**src/rtl/prot_bank_pkg.sv**
```systemverilog
package prot_bank_pkg;

  typedef enum logic [1:0] {
    MODE_OFF   = 2'd0,
    MODE_TOR   = 2'd1,
    MODE_NA4   = 2'd2,
    MODE_NAPOT = 2'd3
  } match_mode_e;

  localparam int          LOCK_BIT      = 7;
  localparam int          MODE_HI       = 4;
  localparam int          MODE_LO       = 3;
  localparam logic [7:0]  CFG_KEEP_MASK = 8'h9F;  // bits 6:5 reserved

  function automatic match_mode_e mode_of(input logic [1:0] f);
    return match_mode_e'(f);
  endfunction

endpackage

```
**src/rtl/prot_entry.sv**
```systemverilog
module prot_entry
  import prot_bank_pkg::*;
#(
  parameter int XLEN = 32
) (
  input  logic            clk,
  input  logic            rst,
  input  logic            cfg_we,
  input  logic [7:0]      cfg_wbyte,
  input  logic            addr_we,
  input  logic [XLEN-1:0] addr_wdata,
  input  logic            succ_guard,
  output logic [7:0]      cfg_q,
  output logic [XLEN-1:0] addr_q
);

  logic frozen;
  assign frozen = cfg_q[LOCK_BIT] | succ_guard;

  always_ff @(posedge clk) begin
    if (rst) begin
      cfg_q  <= '0;
      addr_q <= '0;
    end else begin
      if (cfg_we && !frozen)  cfg_q  <= cfg_wbyte & CFG_KEEP_MASK;
      if (addr_we && !frozen) addr_q <= addr_wdata;
    end
  end

endmodule

```
**src/rtl/prot_active_counter.sv**
```systemverilog
module prot_active_counter #(
  parameter int NUM_ENTRIES = 16,
  parameter int CNT_W       = $clog2(NUM_ENTRIES + 1)
) (
  input  logic                     clk,
  input  logic                     rst,
  input  logic [2*NUM_ENTRIES-1:0] mode_flat,
  output logic [CNT_W-1:0]         count_q
);

  logic [CNT_W-1:0] tally;

  always_comb begin
    tally = '0;
    for (int k = 0; k < NUM_ENTRIES; k++) begin
      if (mode_flat[2*k +: 2] != 2'd0) tally = tally + CNT_W'(1);
    end
  end

  always_ff @(posedge clk) begin
    if (rst) count_q <= '0;
    else     count_q <= tally;
  end

endmodule

```
**src/rtl/prot_read_mux.sv**
```systemverilog
module prot_read_mux #(
  parameter int XLEN        = 32,
  parameter int NUM_ENTRIES = 16,
  parameter int IDX_W       = $clog2(NUM_ENTRIES) + 1
) (
  input  logic                        sel_addr,
  input  logic [IDX_W-1:0]            idx,
  input  logic [8*NUM_ENTRIES-1:0]    cfg_flat,
  input  logic [XLEN*NUM_ENTRIES-1:0] addr_flat,
  output logic [XLEN-1:0]             word
);

  localparam int BPC = XLEN / 8;

  always_comb begin
    word = '0;
    if (!sel_addr) begin
      for (int i = 0; i < BPC; i++) begin
        if (int'(idx) * BPC + i < NUM_ENTRIES)
          word[8*i +: 8] = cfg_flat[8*(int'(idx) * BPC + i) +: 8];
      end
    end else if (int'(idx) < NUM_ENTRIES) begin
      word = addr_flat[XLEN*int'(idx) +: XLEN];
    end
  end

endmodule

```
**src/rtl/prot_entry_bank.sv**
```systemverilog
module prot_entry_bank
  import prot_bank_pkg::*;
#(
  parameter int XLEN        = 32,
  parameter int NUM_ENTRIES = 16,
  parameter int IDX_W       = $clog2(NUM_ENTRIES) + 1,
  parameter int CNT_W       = $clog2(NUM_ENTRIES + 1)
) (
  input  logic                        clk,
  input  logic                        rst,
  input  logic                        csr_req,
  input  logic                        csr_wr,
  input  logic                        csr_space,
  input  logic [IDX_W-1:0]            csr_idx,
  input  logic [XLEN-1:0]             csr_wdata,
  output logic [XLEN-1:0]             csr_rdata,
  output logic [8*NUM_ENTRIES-1:0]    entry_cfg,
  output logic [XLEN*NUM_ENTRIES-1:0] entry_addr,
  output logic [CNT_W-1:0]            active_count
);

  localparam int BPC = XLEN / 8;

  logic [7:0]      cfg_q  [NUM_ENTRIES];
  logic [XLEN-1:0] addr_q [NUM_ENTRIES];
  logic [2*NUM_ENTRIES-1:0] mode_flat;
  logic                     odd_block;
  logic                     wr_cfg;
  logic                     wr_addr;
  logic [XLEN-1:0]          rd_word;

  // On 64-bit configurations the odd configuration CSRs do not exist.
  assign odd_block = (XLEN == 64) && csr_idx[0];
  assign wr_cfg    = csr_req && csr_wr && !csr_space && !odd_block;
  assign wr_addr   = csr_req && csr_wr &&  csr_space;

  for (genvar k = 0; k < NUM_ENTRIES; k++) begin : g_ent
    logic guard;
    logic cfg_we;
    logic addr_we;

    if (k < NUM_ENTRIES - 1) begin : g_succ
      // Top-of-range successor takes its base from this entry.
      assign guard = cfg_q[k+1][LOCK_BIT] &&
                     (mode_of(cfg_q[k+1][MODE_HI:MODE_LO]) == MODE_TOR);
    end else begin : g_last
      assign guard = 1'b0;
    end

    assign cfg_we  = wr_cfg  && (int'(csr_idx) == k / BPC);
    assign addr_we = wr_addr && (int'(csr_idx) == k);

    prot_entry #(.XLEN(XLEN)) u_entry (
      .clk        (clk),
      .rst        (rst),
      .cfg_we     (cfg_we),
      .cfg_wbyte  (csr_wdata[8*(k % BPC) +: 8]),
      .addr_we    (addr_we),
      .addr_wdata (csr_wdata),
      .succ_guard (guard),
      .cfg_q      (cfg_q[k]),
      .addr_q     (addr_q[k])
    );

    assign entry_cfg[8*k +: 8]        = cfg_q[k];
    assign entry_addr[XLEN*k +: XLEN] = addr_q[k];
    assign mode_flat[2*k +: 2]        = cfg_q[k][MODE_HI:MODE_LO];
  end

  prot_active_counter #(
    .NUM_ENTRIES (NUM_ENTRIES),
    .CNT_W       (CNT_W)
  ) u_count (
    .clk       (clk),
    .rst       (rst),
    .mode_flat (mode_flat),
    .count_q   (active_count)
  );

  prot_read_mux #(
    .XLEN        (XLEN),
    .NUM_ENTRIES (NUM_ENTRIES),
    .IDX_W       (IDX_W)
  ) u_rmux (
    .sel_addr  (csr_space),
    .idx       (csr_idx),
    .cfg_flat  (entry_cfg),
    .addr_flat (entry_addr),
    .word      (rd_word)
  );

  always_ff @(posedge clk) begin
    if (rst)                     csr_rdata <= '0;
    else if (csr_req && !csr_wr) csr_rdata <= rd_word;
  end

endmodule

```
**config.mk**
```make
export PLATFORM = sky130hd
export DESIGN_NAME = prot_entry_bank
export DESIGN_NICKNAME = d
export VERILOG_FILES = /design/src/rtl/prot_bank_pkg.sv /design/src/rtl/prot_entry.sv /design/src/rtl/prot_active_counter.sv /design/src/rtl/prot_read_mux.sv /design/src/rtl/prot_entry_bank.sv
export SDC_FILE = /design/constraint.sdc
export NUM_CORES = 2
export LEC_CHECK = 0
export BUFFER_PORTS_ARGS = -buffer_cell sky130_fd_sc_hd__buf_2
export CAP_MARGIN = 25
export CORE_AREA = 3 3 279 281
export CTS_CLUSTER_DIAMETER = 150
export DETAILED_ROUTE_END_ITERATION = 10
export DIE_AREA = 0 0 282 284
export GPL_TIMING_DRIVEN = 0
export SYNTH_ARGS = -nofsm -noshare
export SYNTH_HDL_FRONTEND = slang
export SYNTH_SLANG_ARGS = --single-unit
export TNS_END_PERCENT = 10
```
**constraint.sdc**
```tcl
create_clock -name clk -period 16.66 [get_ports clk]
set_clock_uncertainty 0.2 [all_clocks]
set_input_delay 4.998 -clock clk [delete_from_list [all_inputs] [get_ports clk]]
set_output_delay 4.998 -clock clk [all_outputs]
set_load 0.02 [all_outputs]
```
==> results.py <==
metrics = {
    "cells_and_area": {
        "finalNetCount": 4191,
        "final_core_utilization": 0.481,
        "commonest_cells_after_routing_fill_and_taps_aside": "nand2_1 (1,082), buf_2 (652), dfxtp_1 (645), a21oi_1 (530), clkbuf_1 (307)",
        "syn2layout_area_growth_pct": 25.3,
        "mostFrequentLayoutCell": "nand2_1",
        "nFillCells": 7485,
        "drive_above_1_share": 0.246,
    },
    "placement": {
        "io_buffer_count": 649,
        "gp_congestion": 1.00,
        "dp_hpwl_um": 124000,
    },
    "logic_synthesis": {
        "syn_area_per_cell_um2": 8.66,
        "synth_edf_count": 0,
        "postSynthRegisterBits": 645,
        "synth-seq-area-share": 0.444,
        "proportion_of_register_bits_with_asynchronous_set_or_reset_after_synthesis": 0,
        "ys_dominant_reg_cell": "dfxtp_1",
        "syn_inst": 3357,
        "synth_area_um2": 29100,
        "post_synth_num_cell_types": 62,
        "yosysWarnings": 0,
    },
    "detailed_routing": {
        "number_of_vias_per_cell_after_detailed_routing": 5.81,
        "dr.pass1.iters": 6,
        "detailroute.via_count": 30000,
        "wirelength_um": 156000,
        "ant_nets": 0,
        "drt_iter0_markers": 3765,
        "routedWlPerCell_um": 30.1,
        "drc": 0,
    },
    "worst_setup_path": {
        "critPathLaunchType": "primary input",
        "crit_path_end_kind": "flop",
        "cp.arrival_ns": 9.31,
        "cp_data_required_time_ns": 17.00,
        "crit_fanout": 10,
        "start_to_end_type_of_the_worst_setup_path": "in -> reg",
    },
    "sta": {
        "grt_setup_unrepaired": "no",
        "transition_time_at_the_pin_with_the_least_slew_margin_ns": 1.15,
        "min_period_ns": 8.97,
        "setup_viol": 0,
        "finalHoldViolations": 0,
        "fin_setup_tns_ns": 0,
        "finalMaxSlewViolations": 0,
        "final_min_period_over_clock_period": 0.538,
        "achievable-frequency_ghz": 0.111,
        "relSlewSlack": 0.231,
    },
    "run": {
        "maxCapViolations": 0,
    },
    "floorplan": {
        "row_count": 101,
        "fp.dieArea_um2": 80100,
        "placeableCoreArea_um2": 75700,
        "initial_utilization": 0.384,
        "dieWidth_um": 282,
        "die_h_um": 284,
        "boundaryPins": 719,
    },
    "clock_network": {
        "clock_sinks": 645,
        "cts_tree": "built",
        "insertion_delay_ns": 0.63,
        "cts-root-buf": "clkbuf_16",
        "postCtsSetupBuffers": 0,
        "cts.clk_slew.worst_paths_ns": 0.06,
        "cts-buffers-inserted": 73,
        "cts.htree.levels": 3,
        "cts_hold_buffers": 0,
        "clock_path_buffers": 3,
        "ctsResizeCount": 0,
    },
    "pwr": {
        "irDropWorstVdd_mv": 0.0636,
        "p_leak_nw": 15.0,
        "power_per_cell_area_nw_per_um2": 94.3,
    },
    "global_routing": {
        "grt_pass1_wl_um": 213000,
        "largest_net_degree_at_the_start_of_global_routing": 14,
        "grtUsageTotal": 0.375,
        "antenna_found_initial": 11,
        "number_of_global_route_vias_before_repair": 27500,
        "grt_overflow": 0,
    },
    "hold_path": {
        "hp-class": "reg -> reg",
    },
    "outcome": {
        "outcome": "complete, no violations",
    },
}
-- cell families after synthesis --
group                      Yosys count  synth area share
and+or+nand+nor                   1363             0.185
DFF                                645             0.444
AOI/OAI and AO/OA                  639             0.118
buffers and inverters              366            0.0520
muxes                              273             0.173
xor gates and xnor gates            55            0.0211
adders and majority gates           15           0.00645
other                                1          0.000129
-- final timing paths --
path                                                               from                                   endpoint  slack [ns]  cells past startpoint
worst max-delay path                                         csr_idx[0]  g_ent[11].u_entry.addr_q[28]$_SDFFE_PP0P_        7.69                     13
worst min-delay path            g_ent[3].u_entry.addr_q[0]$_SDFFE_PP0P_    g_ent[3].u_entry.addr_q[0]$_SDFFE_PP0P_        0.26                      2
worst max register to register   g_ent[0].u_entry.cfg_q[3]$_SDFFE_PP0P_              u_count.count_q[4]$_SDFF_PP0_        8.43                     40
worst min register to register  g_ent[3].u_entry.addr_q[0]$_SDFFE_PP0P_    g_ent[3].u_entry.addr_q[0]$_SDFFE_PP0P_        0.26                      2
-- metrics by stage --
stage	instances	hold slack [ns]	cell area [µm²]	setup slack [ns]	total power, mW
final	5167	0.264	36400	7.69	3.43
after floorplan	3388	0.330	29200	8.69	1.71
after global placement	5015	0.246	33700	5.55	1.80
after CTS	5162	0.264	36400	7.26	3.42
after global routing	5166	0.280	36400	7.52	3.50
after detailed placement	5034	0.257	34000	6.63	1.81
-- per-layer routing --
layer | track usage | share of wire | vias to the layer above
li1 | - | - | 12900
met1 | 0.458 | 0.37 | 14700
met2 | 0.593 | 0.45 | 2057
met3 | 0.134 | 0.13 | 373
met4 | 0.168 | 0.051 | 6
met5 | 0 | 0.00025 | -
-- critical path, cell delays in order --
cell and delay [ns]:
clkbuf_1 0.14, buf_1 0.21, buf_8 0.23, buf_1 0.72
clkbuf_1 0.60, buf_16 0.23, nand2_1 0.16, nor2_1 0.40
and3_1 0.22, clkbuf_1 0.52, clkbuf_1 0.54, nand2_1 0.11
a21oi_1 0.19
-- state kept, by name, summed over array words and instances (netlist names) --
register / count
g_ent.u_entry.cfg_q: 96
g_ent.u_entry.addr_q: 512
u_count.count_q: 5
csr_rdata: 32
-- synthesized netlist by cell type (25+ instances only) --
master | instances | area share
a21oi_1 | 530 | 0.091
a311oi_1 | 25 | 0.0075
a31oi_1 | 35 | 0.0075
buf_4 | 33 | 0.0085
clkbuf_1 | 290 | 0.037
dfxtp_1 | 645 | 0.44
mux2i_1 | 84 | 0.029
mux4_2 | 184 | 0.14
nand2_1 | 1082 | 0.14
nand2b_1 | 28 | 0.0060
nor2_1 | 170 | 0.022
xnor2_1 | 32 | 0.0096
-- area by class of cell --
| type | instances | area (µm²) | area share |
|---|---|---|---|
| inverters | 24 | 90.1 | 0.00247 |
| clock buffers | 110 | 2210 | 0.0607 |
| repair buffers | 671 | 3590 | 0.0987 |
| clock inverters | 18 | 180 | 0.00495 |
| flip-flops and latches | 645 | 12900 | 0.355 |
| multi-input cells | 2377 | 14800 | 0.406 |
| plain buffers | 342 | 1430 | 0.0391 |
| well taps | 978 | 1220 | 0.0336 |
| diodes | 2 | 5.00 | 0.000137 |
-- where the power goes --
part           internal, mW  switching (mW)  leakage, nW  total (mW)
registers              1.55         0.00624         5.20        1.55
logic                0.0573           0.167         8.64       0.224
clock network         0.963           0.692         1.19        1.65
total                  2.57           0.865         15.0        3.43
(Power assumes the default switching activity.)
